<file path="config.mk">
export PLATFORM = sky130hd
export DESIGN_NAME = gpio_rmw_port
export DESIGN_NICKNAME = d
export VERILOG_FILES = /design/src/rtl/gpio_rmw_pkg.sv /design/src/rtl/gpio_sync2.sv /design/src/rtl/gpio_pad_ctrl.sv /design/src/rtl/gpio_rmw_seq.sv /design/src/rtl/gpio_rmw_port.sv
export SDC_FILE = /design/constraint.sdc
export NUM_CORES = 1
export LEC_CHECK = 0
export ABC_AREA = 1
export BUFFER_PORTS_ARGS = -buffer_cell sky130_fd_sc_hd__buf_4
export CAP_MARGIN = 40
export CELL_PAD_IN_SITES_DETAIL_PLACEMENT = 1
export CELL_PAD_IN_SITES_GLOBAL_PLACEMENT = 2
export CORE_MARGIN = 2
export CORE_UTILIZATION = 30
export DETAILED_ROUTE_END_ITERATION = 12
export PLACE_DENSITY_LB_ADDON = 0.2
export SLEW_MARGIN = 20
export SYNTH_ARGS = -nofsm -noshare
export SYNTH_HDL_FRONTEND = slang
export SYNTH_SLANG_ARGS = --single-unit
</file>
<file path="constraint.sdc">
create_clock -name clk -period 3.8 [get_ports clk]
set_input_delay 0.19 -clock clk [delete_from_list [all_inputs] [get_ports clk]]
set_output_delay 0.19 -clock clk [all_outputs]
set_load 0.05 [all_outputs]
</file>
<file path="src/rtl/gpio_rmw_pkg.sv">
package gpio_rmw_pkg;

    localparam int unsigned REG_ADDR_W = 2;

    localparam logic [REG_ADDR_W-1:0] ADDR_DATA = 2'd0;
    localparam logic [REG_ADDR_W-1:0] ADDR_DIR  = 2'd1;
    localparam logic [REG_ADDR_W-1:0] ADDR_OPT  = 2'd2;

    typedef enum logic [1:0] {
        SEQ_IDLE   = 2'd0,
        SEQ_READ   = 2'd1,
        SEQ_MODIFY = 2'd2,
        SEQ_WRITE  = 2'd3
    } seq_state_e;

endpackage

</file>
<file path="src/rtl/gpio_sync2.sv">
module gpio_sync2 #(
    parameter int unsigned WIDTH = 8
) (
    input  logic             clk,
    input  logic             rst_n,
    input  logic [WIDTH-1:0] async_in,
    output logic [WIDTH-1:0] sync_out
);

    typedef struct packed {
        logic [WIDTH-1:0] meta;
        logic [WIDTH-1:0] stable;
    } sync_regs_t;

    sync_regs_t s_d, s_q;

    always_comb begin
        s_d        = s_q;
        s_d.meta   = async_in;
        s_d.stable = s_q.meta;
    end

    always_ff @(posedge clk or negedge rst_n) begin
        if (!rst_n) begin
            s_q <= '0;
        end else begin
            s_q <= s_d;
        end
    end

    assign sync_out = s_q.stable;

endmodule

</file>
<file path="src/rtl/gpio_pad_ctrl.sv">
module gpio_pad_ctrl #(
    parameter int unsigned WIDTH = 8
) (
    input  logic [WIDTH-1:0] latch,
    input  logic [WIDTH-1:0] dir,
    input  logic [WIDTH-1:0] opt,
    output logic [WIDTH-1:0] pad_out,
    output logic [WIDTH-1:0] pad_oe,
    output logic [WIDTH-1:0] pad_pu
);

    for (genvar g = 0; g < WIDTH; g++) begin : g_pin
        always_comb begin
            pad_out[g] = 1'b0;
            pad_oe[g]  = 1'b0;
            pad_pu[g]  = 1'b0;
            if (dir[g]) begin
                if (opt[g]) begin
                    // push-pull: always driven
                    pad_oe[g]  = 1'b1;
                    pad_out[g] = latch[g];
                end else begin
                    // open-drain: sink only, release on 1
                    pad_oe[g]  = ~latch[g];
                    pad_out[g] = 1'b0;
                end
            end else begin
                pad_pu[g] = opt[g];
            end
        end
    end

endmodule

</file>
<file path="src/rtl/gpio_rmw_seq.sv">
module gpio_rmw_seq
    import gpio_rmw_pkg::*;
#(
    parameter int unsigned WIDTH = 8,
    localparam int unsigned BIT_W = $clog2(WIDTH)
) (
    input  logic             clk,
    input  logic             rst_n,
    input  logic             cmd_valid,
    input  logic             cmd_set,
    input  logic [BIT_W-1:0] cmd_bit,
    input  logic [WIDTH-1:0] rd_view,
    output logic             busy,
    output logic             wr_en,
    output logic [WIDTH-1:0] wr_value
);

    typedef struct packed {
        seq_state_e       state;
        logic [BIT_W-1:0] bit_idx;
        logic             set_val;
        logic [WIDTH-1:0] snap;
    } seq_regs_t;

    seq_regs_t r_d, r_q;

    always_comb begin
        r_d = r_q;
        unique case (r_q.state)
            SEQ_IDLE: begin
                if (cmd_valid) begin
                    r_d.state   = SEQ_READ;
                    r_d.bit_idx = cmd_bit;
                    r_d.set_val = cmd_set;
                end
            end
            SEQ_READ: begin
                r_d.snap  = rd_view;
                r_d.state = SEQ_MODIFY;
            end
            SEQ_MODIFY: begin
                r_d.snap[r_q.bit_idx] = r_q.set_val;
                r_d.state             = SEQ_WRITE;
            end
            SEQ_WRITE: begin
                r_d.state = SEQ_IDLE;
            end
            default: r_d.state = SEQ_IDLE;
        endcase
    end

    always_ff @(posedge clk or negedge rst_n) begin
        if (!rst_n) begin
            r_q <= '{state: SEQ_IDLE, default: '0};
        end else begin
            r_q <= r_d;
        end
    end

    assign busy     = (r_q.state != SEQ_IDLE);
    assign wr_en    = (r_q.state == SEQ_WRITE);
    assign wr_value = r_q.snap;

endmodule

</file>
<file path="src/rtl/gpio_rmw_port.sv">
module gpio_rmw_port
    import gpio_rmw_pkg::*;
#(
    parameter int unsigned WIDTH = 8,
    localparam int unsigned BIT_W = $clog2(WIDTH)
) (
    input  logic                  clk,
    input  logic                  rst_n,
    input  logic                  bus_wr,
    input  logic [REG_ADDR_W-1:0] bus_addr,
    input  logic [WIDTH-1:0]      bus_wdata,
    output logic                  bus_ready,
    output logic [WIDTH-1:0]      bus_rdata,
    input  logic                  cmd_valid,
    input  logic                  cmd_set,
    input  logic [BIT_W-1:0]      cmd_bit,
    output logic                  busy,
    input  logic [WIDTH-1:0]      pad_in,
    output logic [WIDTH-1:0]      pad_out,
    output logic [WIDTH-1:0]      pad_oe,
    output logic [WIDTH-1:0]      pad_pu
);

    typedef struct packed {
        logic [WIDTH-1:0] data;
        logic [WIDTH-1:0] dir;
        logic [WIDTH-1:0] opt;
    } port_regs_t;

    port_regs_t p_d, p_q;

    logic [WIDTH-1:0] pin_sync;
    logic [WIDTH-1:0] rd_view;
    logic             seq_wr;
    logic [WIDTH-1:0] seq_value;
    logic             seq_busy;

    gpio_sync2 #(.WIDTH(WIDTH)) u_sync (
        .clk      (clk),
        .rst_n    (rst_n),
        .async_in (pad_in),
        .sync_out (pin_sync)
    );

    // read multiplexer: outputs show the latch, inputs show the pin
    assign rd_view = (p_q.dir & p_q.data) | (~p_q.dir & pin_sync);

    gpio_rmw_seq #(.WIDTH(WIDTH)) u_seq (
        .clk       (clk),
        .rst_n     (rst_n),
        .cmd_valid (cmd_valid),
        .cmd_set   (cmd_set),
        .cmd_bit   (cmd_bit),
        .rd_view   (rd_view),
        .busy      (seq_busy),
        .wr_en     (seq_wr),
        .wr_value  (seq_value)
    );

    assign busy      = seq_busy;
    assign bus_ready = ~seq_busy;

    always_comb begin
        p_d = p_q;
        if (bus_wr && bus_ready) begin
            unique case (bus_addr)
                ADDR_DATA: p_d.data = bus_wdata;
                ADDR_DIR:  p_d.dir  = bus_wdata;
                ADDR_OPT:  p_d.opt  = bus_wdata;
                default:   ;
            endcase
        end
        if (seq_wr) begin
            p_d.data = seq_value;
        end
    end

    always_ff @(posedge clk or negedge rst_n) begin
        if (!rst_n) begin
            p_q <= '0;
        end else begin
            p_q <= p_d;
        end
    end

    always_comb begin
        unique case (bus_addr)
            ADDR_DATA: bus_rdata = rd_view;
            ADDR_DIR:  bus_rdata = p_q.dir;
            ADDR_OPT:  bus_rdata = p_q.opt;
            default:   bus_rdata = '0;
        endcase
    end

    gpio_pad_ctrl #(.WIDTH(WIDTH)) u_pad (
        .latch   (p_q.data),
        .dir     (p_q.dir),
        .opt     (p_q.opt),
        .pad_out (pad_out),
        .pad_oe  (pad_oe),
        .pad_pu  (pad_pu)
    );

endmodule

</file>
After elaboration in Yosys (flattened, before gate mapping):

Index checks and enable logic that the tools add are counted.

* order comparisons: 2
* multiplexer cells: 52
* equal/unequal tests: 6
* reduce and logical (&&, ||, !) cells: 12
* bitwise logic cells: 13

Operators by type and width (count)
* $mux W1: 41
* $mux W8: 4
* $mux W24: 1
* $pmux W8 S3: 1
* $and A8 B8 Y8: 2
* $pmux W8 S2: 1
* $not A1 Y1: 9
* $bwmux W8: 1
* $not A8 Y8: 1
* $or A8 B8 Y8: 1
* $pmux W2 S4: 1
* $reduce_and A2 Y1: 4
* $reduce_bool A2 Y1: 4
* $eq A2 B2 Y1 const B: 3
* $mux W6: 1
* $eq A2 B1 Y1 const B: 2
* $logic_not A2 Y1: 2
* $lt A3 B4 Y1 const B: 1
* $demux W1 S3: 1
* $ge A3 B1 Y1 const B: 1
* $logic_and A1 B1 Y1: 2
* $ne A2 B2 Y1 const B: 1

* output and inout port bits: 34
* logic and storage cells: 94
* bits in registers: 54
* input bits: 26

Longest topological paths before layout:

* depth after elaboration: 6
* depth in mapped cells: 9
* mapped depth without buffers: 8

Cells and area by module:

Synthesis repeated with hierarchy kept, for this count alone.

* cells, all modules: 392
* area, all modules: 3046.7 µm²

Modules (own cells, without submodules)
* gpio_rmw_port: instances 1, area each 1530.2 µm², cells each 210
* gpio_rmw_seq: instances 1, area each 885.8 µm², cells each 110
* gpio_sync2: instances 1, area each 400.4 µm², cells each 16
* gpio_pad_ctrl: instances 1, area each 230.2 µm², cells each 56

Worst setup path before layout:

OpenSTA, ideal clock, no wires.

* path kind: register to register
* start: register u_seq.r_q[12] in the netlist's numbering
* end: register u_seq.r_q[12] in the netlist's numbering
* cell stages (with the launch flop): 7
* setup slack: 1729 ps
* arrival: 1951 ps
* required time: 3680 ps
* clock period less this slack: 2071 ps
* path buffers: 0
* cells stage by stage: dfrtp_1 inv_1 ha_1 inv_1 or2_2 nor2_1 nor2_1

* word-level cells in the longest chain between the ends: 2
* elaborated cells on any way between the ends: 6

Ends and longest elaborated chain
* start, declared: RTL line gpio_rmw_seq.sv:25 `seq_regs_t r_d, r_q;`
* start signal, assigned: RTL line gpio_rmw_seq.sv:56 `r_q <= r_d;`
* $eq A2 B2 Y1 (tied with other cells): RTL line gpio_rmw_seq.sv:29 `unique case (r_q.state)`
* $pmux W2 S4 or $ne A2 B2 Y1 (tied branches)

Several ways; a longest one is shown, not always the timed one.
A chain may end at the register's enable or synchronous reset.

Final worst setup path:

* start: register u_seq.r_q[12] in the netlist's numbering
* end: register p_q[20] in the netlist's numbering

* word-level cells in the longest chain between the ends: 5
* elaborated cells on any way between the ends: 8

Ends and longest elaborated chain
* $reduce_bool A2 Y1: RTL line gpio_rmw_seq.sv:60 `assign busy = (r_q.state != SEQ_IDLE);`
* $not A1 Y1: RTL line gpio_rmw_port.sv:61 `assign bus_ready = ~seq_busy;`
* $logic_and A1 B1 Y1: RTL line gpio_rmw_port.sv:65 `if (bus_wr && bus_ready) begin`
* $reduce_bool A2 Y1 (no source line)
* $reduce_and A2 Y1 (no source line)
* end signal, assigned: RTL line gpio_rmw_port.sv:82 `p_q <= p_d;`
* end, declared: RTL line gpio_rmw_port.sv:30 `port_regs_t p_d, p_q;`

Several ways; a longest one is shown, not always the timed one.

==> flow_summary.json <==
{
  "status": "finished clean",
  "area_growth_pct": 25.8,
  "synthAdderAreaFrac_pct": 1.82,
  "postCtsSetupBuffers": 0,
  "htree_levels": 2,
  "grt_first_pass_wirelength_um": 12200,
  "worst_pin_slew_ns": 0.703,
  "ys.flop_type": "dfrtp_1",
  "setup_viol": 0,
  "synthArstFlopShare_pct": 100,
  "top_usage_layer": "met2",
  "use_met3_pct": 2.72,
  "synth.most_common_cell": "nand2_1",
  "crit_slowest_cell": "ha_1",
  "final_cell_area_um2": 3470,
  "initial_core_util_pct": 31.3,
  "port_buffers": 59,
  "grt_max_degree": 55,
  "worstPathArrival_ns": 2.22,
  "hold_path.class": "in2reg",
  "synth_edf_count": 0,
  "layout-drive-gt1-share_pct": 23.1,
  "period_needed_ns": 1.97,
  "cts_sinks": 54,
  "ant_nets": 0,
  "ys_types": 20,
  "worstSkewPairLatency_ns": 0.31,
  "synth_mux_area_share_pct": 0,
  "grtUsageTotal_pct": 15.5,
  "path_class": "reg2reg",
  "drt-initial-drc-count": 48,
  "rsz0062_at_grt": "no",
  "synth_area_leaders": "dfrtp_1 (49%), nand2_1 (18%), nand3_1 (6.2%), nor2_1 (5.7%), inv_1 (5.6%)",
  "maxSlewHeadroom_pct": 53.1,
  "finClkSkew_ns": 0.00850,
  "start_kind": "flip-flop",
  "grt_overflow": 0,
  "first_pass_iters": 4,
  "slew_violations": 0,
  "clkTransAtPathRegs_ns": 0.10,
  "ys_seq_elements": 54,
  "tns_ns": 0,
  "post-route-drc-count": 0,
  "die_x_um": 99.8,
  "ys_seq_area_share_pct": 49.0,
  "cts.repair.resized": 0,
  "place_congestion": 0.749,
  "core_um2": 8810,
  "grt_pass1_vias": 2518,
  "power_density_nw_per_um2": 769,
  "syn_nets": 388,
  "fmax_mhz": 508,
  "crit_path_end_kind": "flip-flop",
  "worst-path-buf-inv": 1,
  "via_per_inst": 4.54,
  "nFillCells": 1111,
  "synthXorXnorAreaFrac_pct": 0,
  "synth.top_cells.by_count": "nand2_1 (132), dfrtp_1 (54), nor2_1 (42)",
  "hold_violations": 0,
  "grt_util_met2_pct": 26.0,
  "tritoncts": "done",
  "die_y_um": 99.8,
  "dpl-instance-area_um2": 3290,
  "post_drt_wl_per_cell_um": 13.2,
  "antenna_cells": 0,
  "grt_use_met1_pct": 21.1,
  "yosys.area.top_type": "dfrtp_1",
  "multi_input_area_um2": 1180,
  "row_count": 34,
  "dp_hpwl_um": 5200,
  "finalCritPeriodShare_pct": 51.8,
  "finalPower_mw": 2.67,
  "path_cells": "ha_1 -> clkinv_1 -> nand2_4 -> nand2_1 -> nand2_1",
  "routed_wl_um": 7080,
  "vias": 2436,
  "num-nets-final": 457,
  "path_max_fanout": 17,
  "die_area_um2": 9970,
  "p_leak_nw": 1.88,
  "yosys_warnings": 0,
  "netlist_area_um2": 2760,
  "syn-instance-count": 358,
  "cts_made_buffers": 5,
  "synth-compound-area-share_pct": 7.08,
  "crit_family": "adder cells",
  "pin_count": 60,
  "syn_avg_cell_area_um2": 7.70,
  "register_area_um2": 1350,
  "maxCapViolCount": 0,
  "cts-root-buf": "clkbuf_8",
  "slowest_delay_ns": 0.61,
  "path_common_cell": "nand2_1",
  "cp.required_ns": 4.05,
  "ir_drop_mv": 0.311,
  "synth_top_family_by_area": "simple AND/OR/NAND/NOR gates",
  "synth_top_area_share_pct": 49.0,
  "grt_antenna_before_repair": 0,
  "synth-simple-area-share_pct": 33.9,
  "clockBufferDepth": 2
}
layer usage:
layer  vias up  routed length (µm)
met1      1160                3430
met5         -                   0
li1       1227                   -
met2        43                3320
met3         6                 276
met4         0                  54
flip-flops by register name (all words and copies together) (netlist names):
name,cells
p_q,24
u_seq.r_q,6
u_seq.wr_value,8
u_sync.s_d,8
u_sync.sync_out,8
stage by stage:
| step | instances | util [%] | worst slack (ns) | hold WS [ns] |
|---|---|---|---|---|
| 5_1_grt | 536 | 39.4 | 1.59 | 0.116 |
| 6_report | 536 | 39.4 | 1.83 | 0.103 |
| 3_5_place_dp | 519 | 37.3 | 1.83 | 0.296 |
| 3_3_place_gp | 518 | 37.2 | 1.77 | 0.296 |
| 4_1_cts | 536 | 39.4 | 1.76 | 0.0947 |
| 2_1_floorplan | 358 | - | 1.73 | -0.106 |
cells in the final DEF (no fill, tap or decap), drive strengths merged:
master / instances
a21oi: 10
buf: 60
clkbuf: 7
clkinv: 2
dfrtp: 54
dlygate4sd3: 9
ha: 4
inv: 44
nand2: 141
nand3: 34
nor2: 45
o21ai: 17
or2: 1
cell type report:
type / count / area share (%)
Sequential cell: 54 / 39.0
Multi-Input combinational cell: 252 / 34.0
Timing Repair Buffer: 69 / 15.6
Inverter: 45 / 4.87
Tap cell: 108 / 3.90
Clock buffer: 7 / 2.49
Clock inverter: 1 / 0.144
worst register-to-register path: cells and delay by family (launching register included):
kind | cells | cell delay, ns
buffers and inverters | 1 | 0.50
adders and majority gates | 1 | 0.61
DFF | 1 | 0.41
and+or+nand+nor | 3 | 0.38
cell families (layout without fill, tap and decap cells):
family                     count (synthesis)  in the layout
adders and majority gates                  4              4
buffers and inverters                     52            122
DFF                                       54             54
and+or+nand+nor                          221            221
AOI/OAI and AO/OA                         27             27
what timing repair did:
item	4_1_cts	5_1_grt
hold buffers	9	0
hold endpoints to repair	62	0
endpoints found under the setup margin	0	0
worst paths after layout:
check	start	endpoint	slack, ns	cells past startpoint
min in group asynchronous	rst_n	u_sync.s_d[5]$_DFF_PN0_	0.46	2
max in group asynchronous	rst_n	u_sync.sync_out[0]$_DFF_PN0_	2.85	2
worst max-delay path	u_seq.r_q[12]$_DFFE_PN0P_	p_q[20]$_DFFE_PN0P_	1.83	5
worst max register to register	u_seq.r_q[12]$_DFFE_PN0P_	p_q[20]$_DFFE_PN0P_	1.83	5
worst min-delay path	cmd_set	u_seq.r_q[8]$_DFFE_PN0P_	0.10	3
worst min register to register	u_sync.s_d[7]$_DFF_PN0_	u_sync.sync_out[7]$_DFF_PN0_	0.36	0
power breakdown:
group	internal, mW	switching (mW)	total, mW
sequential	0.750	0.161	0.911
clock	0.148	0.189	0.336
combinational	0.434	0.986	1.42
No activity file was read; power rests on OpenSTA's default activity.
